`src/rtl/rstseq_pkg.sv`:
```
package rstseq_pkg;
  localparam int unsigned OPC_W = 8;
  localparam int unsigned CFG_W = 16;
  localparam int unsigned REG_W = 8;
  localparam logic [OPC_W-1:0] OPC_ARM  = 8'h66;
  localparam logic [OPC_W-1:0] OPC_EXEC = 8'h99;

  function automatic logic [REG_W-1:0] cfg_to_vcr(input logic [CFG_W-1:0] c);
    return {c[15:12], 4'b1011};
  endfunction

  function automatic logic [REG_W-1:0] cfg_to_evcr(input logic [CFG_W-1:0] c);
    return {c[3:2], 2'b11, c[4], 3'b111};
  endfunction

  function automatic logic [REG_W-1:0] cfg_to_ear(input logic [CFG_W-1:0] c);
    return {7'b0, c[1]};
  endfunction
endpackage

```
`src/rtl/rstseq_sync.sv`:
```
module rstseq_sync #(
  parameter int unsigned W = 3,
  parameter int unsigned STAGES = 2,
  parameter logic [W-1:0] RST_VAL = '0
)(
  input  logic         clk,
  input  logic         rst_n,
  input  logic [W-1:0] d,
  output logic [W-1:0] q
);
  generate
    for (genvar i = 0; i < STAGES; i++) begin : g_stg
      logic [W-1:0] q_r;
      if (i == 0) begin : g_first
        always_ff @(posedge clk or negedge rst_n)
          if (!rst_n) q_r <= RST_VAL;
          else        q_r <= d;
      end else begin : g_next
        always_ff @(posedge clk or negedge rst_n)
          if (!rst_n) q_r <= RST_VAL;
          else        q_r <= g_stg[i-1].q_r;
      end
    end
  endgenerate

  assign q = g_stg[STAGES-1].q_r;
endmodule

```
`src/rtl/rstseq_rx.sv`:
```
module rstseq_rx #(
  parameter int unsigned OPC_W = 8
)(
  input  logic             clk,
  input  logic             rst_n,
  input  logic             cs_s,
  input  logic             sclk_s,
  input  logic             dq_s,
  output logic             sel_start,
  output logic             sel_end,
  output logic             cmd_done,
  output logic [OPC_W-1:0] cmd_code
);
  localparam int unsigned BCW = $clog2(OPC_W + 1);

  logic           cs_d, sclk_d, sclk_rise;
  logic [BCW-1:0] bitcnt;
  logic [OPC_W-1:0] sreg;

  assign sel_start = cs_d & ~cs_s;
  assign sel_end   = ~cs_d & cs_s;
  assign sclk_rise = sclk_s & ~sclk_d & ~cs_s;

  always_ff @(posedge clk or negedge rst_n) begin
    if (!rst_n) begin
      cs_d   <= 1'b1;
      sclk_d <= 1'b0;
      bitcnt <= '0;
      sreg   <= '0;
    end else begin
      cs_d   <= cs_s;
      sclk_d <= sclk_s;
      if (sel_start) begin
        bitcnt <= '0;
        sreg   <= '0;
      end else if (sclk_rise && bitcnt < BCW'(OPC_W)) begin
        sreg   <= {sreg[OPC_W-2:0], dq_s};
        bitcnt <= bitcnt + 1'b1;
      end
    end
  end

  assign cmd_done = sel_end && (bitcnt == BCW'(OPC_W));
  assign cmd_code = sreg;
endmodule

```
`src/rtl/rstseq_gap.sv`:
```
module rstseq_gap #(
  parameter int unsigned MIN = 50
)(
  input  logic clk,
  input  logic rst_n,
  input  logic hi,
  input  logic rise,
  output logic met
);
  localparam int unsigned CW = $clog2(MIN + 1);
  localparam logic [CW-1:0] CMAX = CW'(MIN);

  logic [CW-1:0] cnt;

  function automatic logic [CW-1:0] sat_inc(input logic [CW-1:0] v);
    return (v < CMAX) ? v + 1'b1 : v;
  endfunction

  always_ff @(posedge clk or negedge rst_n) begin
    if (!rst_n)      cnt <= CMAX;
    else if (rise)   cnt <= sat_inc('0);
    else if (hi)     cnt <= sat_inc(cnt);
  end

  assign met = (cnt >= CMAX);
endmodule

```
`src/rtl/rstseq_recov.sv`:
```
module rstseq_recov #(
  parameter int unsigned HOLD = 3000
)(
  input  logic clk,
  input  logic rst_n,
  input  logic start,
  output logic busy
);
  localparam int unsigned CW = $clog2(HOLD + 1);
  localparam logic [CW-1:0] LAST = CW'(HOLD - 1);

  logic [CW-1:0] cnt;
  logic          on;

  always_ff @(posedge clk or negedge rst_n) begin
    if (!rst_n) begin
      on  <= 1'b0;
      cnt <= '0;
    end else if (start) begin
      on  <= 1'b1;
      cnt <= '0;
    end else if (on) begin
      if (cnt == LAST) on  <= 1'b0;
      else             cnt <= cnt + 1'b1;
    end
  end

  assign busy = on;
endmodule

```
`src/rtl/flash_rst_seq.sv`:
```
module flash_rst_seq
  import rstseq_pkg::*;
#(
  parameter int unsigned SYNC_STAGES = 2,
  parameter int unsigned DESEL_MIN   = 50,
  parameter int unsigned RECOV_MIN   = 3000
)(
  input  logic             clk,
  input  logic             rst_n,
  input  logic             cs_n,
  input  logic             sclk,
  input  logic             dq0,
  input  logic             wrsr_busy,
  input  logic             wnvcr_busy,
  input  logic             op_active,
  input  logic             op_susp,
  input  logic [CFG_W-1:0] nv_cfg,
  output logic             rst_pulse,
  output logic             vol_clr,
  output logic             abort_op,
  output logic             flag_rdy,
  output logic [REG_W-1:0] vcr_dflt,
  output logic [REG_W-1:0] evcr_dflt,
  output logic [REG_W-1:0] ear_dflt
);
  logic [2:0]       pins_s;
  logic             cs_s, sclk_s, dq_s;
  logic             sel_start, sel_end, cmd_done;
  logic [OPC_W-1:0] cmd_code;
  logic             gap_met, rec_busy;
  logic             frame_blk, frame_gap_ok;
  logic             armed, wr_busy;
  logic             accept, is_arm, is_exec, fire;

  rstseq_sync #(.W(3), .STAGES(SYNC_STAGES), .RST_VAL(3'b100)) u_sync (
    .clk(clk), .rst_n(rst_n), .d({cs_n, sclk, dq0}), .q(pins_s));

  assign cs_s   = pins_s[2];
  assign sclk_s = pins_s[1];
  assign dq_s   = pins_s[0];

  rstseq_rx #(.OPC_W(OPC_W)) u_rx (
    .clk(clk), .rst_n(rst_n), .cs_s(cs_s), .sclk_s(sclk_s), .dq_s(dq_s),
    .sel_start(sel_start), .sel_end(sel_end), .cmd_done(cmd_done),
    .cmd_code(cmd_code));

  rstseq_gap #(.MIN(DESEL_MIN)) u_gap (
    .clk(clk), .rst_n(rst_n), .hi(cs_s), .rise(sel_end), .met(gap_met));

  rstseq_recov #(.HOLD(RECOV_MIN)) u_recov (
    .clk(clk), .rst_n(rst_n), .start(fire), .busy(rec_busy));

  // per-selection qualifiers captured when chip select falls
  always_ff @(posedge clk or negedge rst_n) begin
    if (!rst_n) begin
      frame_blk    <= 1'b0;
      frame_gap_ok <= 1'b0;
    end else if (sel_start) begin
      frame_blk    <= rec_busy;
      frame_gap_ok <= gap_met;
    end
  end

  assign wr_busy = wrsr_busy | wnvcr_busy;
  assign accept  = cmd_done & ~frame_blk;
  assign is_arm  = accept & (cmd_code == OPC_ARM);
  assign is_exec = accept & (cmd_code == OPC_EXEC);
  assign fire    = is_exec & armed & frame_gap_ok;

  always_ff @(posedge clk or negedge rst_n) begin
    if (!rst_n) begin
      armed     <= 1'b0;
      rst_pulse <= 1'b0;
      vol_clr   <= 1'b0;
      abort_op  <= 1'b0;
    end else begin
      if (accept) armed <= is_arm & ~wr_busy;
      rst_pulse <= fire;
      vol_clr   <= fire;
      abort_op  <= fire & (op_active | op_susp);
    end
  end

  assign flag_rdy  = ~rec_busy;
  assign vcr_dflt  = cfg_to_vcr(nv_cfg);
  assign evcr_dflt = cfg_to_evcr(nv_cfg);
  assign ear_dflt  = cfg_to_ear(nv_cfg);
endmodule

```
`config.mk`:
```
export PLATFORM = sky130hd
export DESIGN_NAME = flash_rst_seq
export DESIGN_NICKNAME = d
export VERILOG_FILES = /design/src/rtl/rstseq_pkg.sv /design/src/rtl/rstseq_sync.sv /design/src/rtl/rstseq_rx.sv /design/src/rtl/rstseq_gap.sv /design/src/rtl/rstseq_recov.sv /design/src/rtl/flash_rst_seq.sv
export SDC_FILE = /design/constraint.sdc
export NUM_CORES = 1
export LEC_CHECK = 0
export BUFFER_PORTS_ARGS = -buffer_cell sky130_fd_sc_hd__buf_2
export CAP_MARGIN = 20
export CORE_MARGIN = 2
export CORE_UTILIZATION = 35
export DETAILED_ROUTE_END_ITERATION = 7
export HOLD_SLACK_MARGIN = 0.02
export SKIP_CTS_REPAIR_TIMING = 1
export SLEW_MARGIN = 20
export SYNTH_ARGS = -nofsm -noshare
export SYNTH_HDL_FRONTEND = slang
export SYNTH_HIERARCHICAL = 1
export SYNTH_SLANG_ARGS = --single-unit
```
`constraint.sdc`:
```
create_clock -name clk -period 2.71 [get_ports clk]
set_input_delay 0.542 -clock clk [delete_from_list [all_inputs] [get_ports clk]]
set_output_delay 0.542 -clock clk [all_outputs]
set_load 0.005 [all_outputs]
```
==> parameters.txt, run 1 <==
Parameter                              Value

Run status
  Run status    finished clean

Synthesis
  Dominant combinational cell family by area after synthesis    simple AND/OR/NAND/NOR gates
  Asr flop ratio synth    1.000
  Synth Area in Compound Gates    0.1368
  Share of synthesized area spent on multiplexers    0.03339
  Synth Instances    209
  Synthesis-stage register bit count    between 40 and 50
  Synth unique cells    57
  Basic-gate share of the synthesized area counting and, or, nand and nor cells    0.2135
  Primary flip-flop cell chosen by synthesis mapping    sky130_fd_sc_hd__dfrtp_1
  Average size of a mapped cell    10.94 µm²
  Post-synth EDFFs    0
  Post-Synthesis Cell Area    approximately 2300 µm²
  Number of warning messages in the yosys log    6
  Synthesized-area fraction occupied by xor and xnor cells    0.003831
  Synth Area in Adders    0.02737
  Share of the yosys chip area belonging to registers    0.4849

CTS
  Cell at the root of the clock tree    sky130_fd_sc_hd__clkbuf_8
  Clock net sink count    44
  CTS tree    done
  Number of buffers added by the clock tree synthesis step    5
  Clock Latency Late Sink    approximately 300 ps
  Number of levels the H-tree was split into    2
  Clock Tree Buf Depth    2
  Clk slew on worst S/H paths    80 ps

Pwr
  P_sw    0.0003022 W
  Combinational cell fraction of total power    0.075
  Internal    0.0009287 W
  Leakage component of the power    1.078 nW
  Portion of total power attributed to sequential cells    0.576
  PD cells    504.0 nW/µm²
  Sw frac    0.2455
  Worst-case vdd ir drop    0.2740 mV
  Clock network fraction of design power    0.349

Cells and area
  Synthesis-to-finish area growth    6.842%
  Layout cell share with drive strength beyond 1    0.2045
  N_diodes    0
  Commonest non-fill, non-tap cells in the layout    38 x sky130_fd_sc_hd__dfrtp_1, 16 x sky130_fd_sc_hd__conb_1, 14 x sky130_fd_sc_hd__nor2_1, 12 x sky130_fd_sc_hd__buf_2
  Most common cell after layout, fill and taps aside    sky130_fd_sc_hd__dfrtp_1
  Layout net count    249

Timing
  Post-route worst setup slack    632.9 ps
  Actual slew at the worst max-slew pin    938.5 ps
  Setup repair after global routing missed its margin    no
  Max Clk Rate    0.4814 GHz
  Final cycle utilization of the critical path    0.7665
  Number of hold-slack violations in the final timing report    0
  Remaining max-slew budget at the tightest pin    0.3743
  Final setup violation count    0
  Setup tns final    0 ps
  Fin. max-slew vios    0
  Worst-case clock skew    10.94 ps
  Minimum period implied by the final worst setup slack    2077 ps

Die
  Top-level I/O count    53
  Core area    about 6300 µm²
  Horiz. Die Dim    84.82 µm
  Total number of placement rows    29
  Die extent in y    84.82 µm
  Die footprint    7194 µm²
  Effective utilization at floorplan    0.3600

Routing
  Detailed-route via count    approximately 1500
  First-pass detailed-route iteration total    4
  1st-iter DRT viols    36
  Final routed DRC violation total    0
  Via density per instance    5.182
  Total wirelength of the detailed-routed design    between 3000 and 4000 µm
  Post-route antenna net violation count    0
  Post-DR wirelength/cell    13.15 µm

Place
  Final Wtd Congestion    ~0.79
  HPWL Detailed    2552 µm
  Number of port buffers    12
  Placement Setup Slack    640.5 ps

Critical path
  Reg2reg setup slack    630 ps
  Req. time, crit path    2890 ps
  Critical path capture point type    flop
  Destination of the worst register-to-register timing path    u_recov/cnt[2]
  Critical R2R Launch    u_sync/q[2]
  Crit path DAT    roughly 2300 ps
  Cells on worst reg2reg path    9
  Setup CP Type    reg2reg
  Maximum fanout along the worst path    20
  Launching element type of the critical path    flop

GRT
  Initial antenna violation count    0
  Global-route wire length before repair    6679 µm
  Maximum number of pins on one net before global-route repair    44
  Total overflow reported by the global router    0
  Aggregate global-route resource usage    0.1149
  Via count of the first global-routing pass    approximately 1400

Hold path
  Hold path startpoint    cs_n
  Hold path cells    1
  Worst hold path type    in2reg
  Hold EP    u_sync/g_stg[0].q_r[2]

Flow run
  Number of maximum-capacitance constraint violations    0
power groups by stage:
stage / Sequential (W) / Combinational, W / Clock, W
floorplan: 0.000716 / 0.0000850 / 0
global placement: 0.000721 / 0.0000920 / 0
detailed placement: 0.000721 / 0.0000932 / 0
CTS: 0.000709 / 0.0000937 / 0.000448
global route: 0.000714 / 0.000110 / 0.000472
finish: 0.000709 / 0.0000926 / 0.000429
routing by layer:
metal  part of all wire  track usage  vias to the layer above  wire length [µm]
met1               0.48       0.1494                      761              1879
li1                   -            -                      747                 -
met2               0.47       0.1818                       25              1846
met3              0.033      0.02821                        6               127
met5                  0            0                        -                 0
met4              0.014      0.05195                        0                53
synth_stat cells, drive strengths merged, types with 2 or more instances:
cell type / n / area share
nand2: 8 / 0.013
clkbuf: 2 / 0.0033
nand2b: 6 / 0.016
nor3: 2 / 0.0044
or3: 2 / 0.0060
buf: 25 / 0.082
inv: 7 / 0.011
dfstp: 6 / 0.069
o21bai: 2 / 0.0099
dfrtp: 38 / 0.42
nor2b: 5 / 0.014
nand4: 4 / 0.016
nor4: 5 / 0.014
nor2: 14 / 0.023
ha: 5 / 0.027
mux2i: 2 / 0.0088
or4: 5 / 0.016
a21oi: 9 / 0.020
o21ai: 7 / 0.015
and4bb: 2 / 0.011
mux2: 5 / 0.025
nand3: 5 / 0.013
o31ai: 4 / 0.013
nor3b: 3 / 0.020
and3: 2 / 0.0055
nor4b: 2 / 0.010
conb: 2 / 0.0033
a22o: 9 / 0.034
sequential cells by signal, summed over array words and instances (netlist names), 3 cells and up:
register / cells
u_rx/cmd_code: 8
u_recov/cnt: 12
u_gap/cnt: 6
u_sync/q: 3
u_sync/g_stg.q_r: 3
u_rx/bitcnt: 4
through the flow:
stage | total power [W] | cell area [µm²] | hold WS (ps) | cells | utilization
3_3_place_gp | 0.0008130 | 2349 | 335.8 | 289 | 0.3699
2_1_floorplan | 0.0008011 | 2338 | 246.4 | 223 | -
3_5_place_dp | 0.0008141 | 2349 | 337.1 | 289 | 0.3699
4_1_cts | 0.001251 | 2442 | 332.8 | 297 | 0.3846
5_1_grt | 0.001296 | 2442 | 329.0 | 297 | 0.3846
6_report | 0.001231 | 2442 | 342.6 | 297 | 0.3846
worst max path at each step:
stage / startpoint / end / slack, ps / cells past startpoint
finish: u_sync/q[2] / u_recov/cnt[2] / 630 / 9
global route: u_sync/q[2] / u_recov/cnt[2] / 450 / 9
CTS: u_sync/q[2] / u_recov/cnt[2] / 620 / 9
global placement: u_sync/q[2] / u_recov/cnt[2] / 640 / 9
detailed placement: u_sync/q[2] / u_recov/cnt[2] / 640 / 9
floorplan: u_sync/q[2] / u_recov/cnt[10] / 220 / 9
critical path, cell delays in order (launching register included):
cell,delay (ps)
sky130_fd_sc_hd__dfstp_2,530
sky130_fd_sc_hd__nor2b_1,170
sky130_fd_sc_hd__nand3_1,90
sky130_fd_sc_hd__nor2_1,120
sky130_fd_sc_hd__nand2b_1,150
sky130_fd_sc_hd__nor4_2,270
sky130_fd_sc_hd__buf_12,200
sky130_fd_sc_hd__or2b_1,120
sky130_fd_sc_hd__nor4_1,50
sky130_fd_sc_hd__a211o_1,260
area by class of cell:
class,instances,area (µm²)
tap,77,96.34
clock inverter,1,7.507
fill,610,3908
clock buffer,7,86.33
inverter,7,26.28
timing repair buffer,16,102.6
multi-input combinational,145,1015
sequential,44,1109
cells by family after synthesis:
| group | Yosys count |
|---|---|
| fa+ha+maj | 5 |
| flops | 44 |
| compound gates | 43 |
| other cells | 2 |
| xor+xnor | 1 |
| mux | 7 |
| buf+inv | 34 |
| simple gates | 73 |
(Power assumes the default switching activity.)
==> run 2: changes to the inputs <==
==> constraint.sdc (replaced) <==
create_clock -name clk -period 2.05 [get_ports clk]
set_input_delay 0.41 -clock clk [delete_from_list [all_inputs] [get_ports clk]]
set_output_delay 0.41 -clock clk [all_outputs]
set_load 0.005 [all_outputs]
==> run 2 against run 1 <==
Utilization up 1.0 points. Critical path depth up 1. Clock-buffer cell count unchanged. Die area unchanged. Global-route usage about the same. Routed wire length down 3.9%. Flip-flop and latch count unchanged. Worst setup slack worse by 450 ps. Non-clock buffer count up 7. Total power up 39%. Sequential share of layout area down 1.2 points. Critical path type unchanged. Largest cell class unchanged. Largest power group unchanged.
==> parameters.txt, run 2 (synthesis gave the netlist of run 1 again) <==
Parameter                              Value

Timing
  Final setup violation count    0 (unchanged)
  Setup tns final    0 ps (unchanged)
  Fin. max-slew vios    0 (unchanged)
  Minimum period implied by the final worst setup slack    1863 ps (-213.6 ps)
  Worst hold margin    214.2 ps (-128.4 ps)
  Number of hold-slack violations in the final timing report    0 (unchanged)
  Worst-case clock skew    5.704 ps (-5.233 ps)
  Final cycle utilization of the critical path    0.9090 (+0.1426)
  Setup repair after global routing missed its margin    no
  Max Clk Rate    0.5366 GHz (+11%)

Cells and area
  N_diodes    0 (unchanged)
  Total non-filler cell area in the finished layout    2509 µm² (+2.7%)
  Synthesis-to-finish area growth    9.743%
  Number of flip-flops under the largest register name    12 (unchanged)
  Final instance count without filler cells    304 (+2.4%)
  Register name with the most flops    u_recov/cnt
  Layout cell share with drive strength beyond 1    0.2247 (+0.02012)
  Commonest non-fill, non-tap cells in the layout    38 x sky130_fd_sc_hd__dfrtp_1, 16 x sky130_fd_sc_hd__conb_1, 14 x sky130_fd_sc_hd__nor2_1, 12 x sky130_fd_sc_hd__buf_2, 10 x sky130_fd_sc_hd__buf_4
  Most common cell after layout, fill and taps aside    sky130_fd_sc_hd__dfrtp_1
  Layout net count    256 (+2.8%)

Pwr
  Worst-case vdd ir drop    0.4484 mV (+64%)
  Clock network fraction of design power    0.377 (+0.028)
  P_sw    0.0003816 W (+26%)
  Internal    0.001324 W (+43%)
  Leakage component of the power    1.124 nW (+4.2%)
  Portion of total power attributed to sequential cells    0.549 (-0.027)
  Sw frac    0.2238 (-0.02174)
  PD cells    679.7 nW/µm² (+35%)
  Combinational cell fraction of total power    0.075 (about the same)

Place
  Placed Cells incl. Taps    293 (+1.4%)
  Final Wtd Congestion    0.8027 (+1.9%)
  Number of port buffers    12 (unchanged)
  HPWL Detailed    2729 µm (+7.0%)
  Post-placement cell area    2377 µm² (+1.2%)

Critical path
  Launching element type of the critical path    flop
  Reg2reg setup slack    190 ps (-450 ps)
  Highest-delay cell along the critical path    sky130_fd_sc_hd__dfrtp_1
  Crit path cell chain    inv_1, ha_1, nand3_1, nor2_1, nand2b_1, nor4_2, buf_4, nand2b_1, or4_1, o2111ai_1
  Delay of the slowest cell on the worst path    410 ps (-120 ps)
  Critical R2R Launch    u_rx/bitcnt[0]
  Crit path from    u_rx/bitcnt[0]
  Destination of the worst register-to-register timing path    u_recov/cnt[0]
  Crit. path cell count    10 (+1)
  Endpoint of the most critical setup path    u_recov/cnt[0]
  Largest delay contributor family on the critical path    simple AND/OR/NAND/NOR gates
  Crit path DAT    2070 ps (-190 ps)
  Setup CP Type    reg2reg
  Cells on worst reg2reg path    10 (+1)
  Cell repeated most along the worst path    sky130_fd_sc_hd__nand2b_1
  Critical path capture point type    flop
  Buffers plus inverters on the worst setup path    2 (+1)
  Req. time, crit path    2250 ps (-640 ps)
  Maximum fanout along the worst path    9 (-55%)

Routing
  Total wirelength of the detailed-routed design    3755 µm (-3.9%)
  Via density per instance    5.056 (-2.4%)
  Met3 wirelength from detailed routing    138 µm (+8.7%)
  Total met2 wirelength after detailed routing    1862 µm (+0.87%)
  Detailed-route via count    1537 (-0.13%)
  DRT met1 WL    1719 µm (-8.5%)
  1st-iter DRT viols    64 (+78%)
  First-pass detailed-route iteration total    4 (unchanged)
  Post-DR wirelength/cell    12.35 µm (-6.1%)
  Highest routed metal layer    met4
  Final routed DRC violation total    0 (unchanged)
  Post-route antenna net violation count    0 (unchanged)

Hold path
  Worst hold path type    in2reg
  Hold path cells    1 (unchanged)

Die
  Die extent in y    84.82 µm (unchanged)
  Core area    6350 µm² (unchanged)
  Horiz. Die Dim    84.82 µm (unchanged)
  Total number of placement rows    29 (unchanged)
  Top-level I/O count    53 (unchanged)
  Die footprint    7194 µm² (unchanged)
  Effective utilization at floorplan    0.3600 (unchanged)

GRT
  Via count of the first global-routing pass    1454 (+1.2%)
  Global-route wire length before repair    6693 µm (+0.21%)
  Maximum number of pins on one net before global-route repair    18 (-59%)
  Initial antenna violation count    0 (unchanged)
  Total overflow reported by the global router    0 (unchanged)
  Aggregate global-route resource usage    0.1144 (-0.0004283)

CTS
  CTS tree    done
  Clock Latency Late Sink    290 ps (about the same)
  Number of buffers added by the clock tree synthesis step    5 (unchanged)
  Clock net sink count    44 (unchanged)
  Cell at the root of the clock tree    sky130_fd_sc_hd__clkbuf_8
  Number of levels the H-tree was split into    2 (unchanged)
  Clk slew on worst S/H paths    80 ps (about the same)
  Clock Tree Buf Depth    2 (unchanged)

Flow run
  Number of maximum-capacitance constraint violations    0 (unchanged)

Run status
  Run status    finished clean
run 2: worst min path at each step:
stage,startpoint,to,slack (ps)
6_report,cs_n,u_sync/g_stg[0].q_r[2],210
5_1_grt,cs_n,u_sync/g_stg[0].q_r[2],200
4_1_cts,rst_n,u_recov/cnt[9],-2
3_5_place_dp,rst_n,u_recov/cnt[9],330
3_3_place_gp,rst_n,u_recov/cnt[10],330
2_1_floorplan,rst_n,abort_op,110
run 2: stage by stage:
stage          setup slack, ps    util  power [W]
2_1_floorplan           -33.70       -   0.001061
3_3_place_gp             155.2  0.3744   0.001078
3_5_place_dp             171.6  0.3744   0.001081
4_1_cts                  155.7  0.3911   0.001736
5_1_grt                  44.72  0.3951   0.001792
6_report                 186.5  0.3951   0.001705
run 2: area by class of cell:
type	count	area (µm²)
fill	624	3841
inverter	7	26.28
sequential	44	1109
tap	77	96.34
timing repair buffer	23	145.1
clock buffer	7	76.32
clock inverter	1	30.03
multi-input combinational	145	1026
run 2: layer usage:
metal,track usage,vias to the layer above
met2,0.1861,32
met3,0.02918,5
met5,0,-
met4,0.03608,0
li1,-,760
met1,0.1508,740
run 2: power groups by stage:
stage	registers (W)	logic [W]	clock network, W
3_3_place_gp	0.000952	0.000125	0
6_report	0.000936	0.000127	0.000642
4_1_cts	0.000935	0.000129	0.000671
5_1_grt	0.000943	0.000149	0.000700
2_1_floorplan	0.000947	0.000113	0
3_5_place_dp	0.000952	0.000129	0
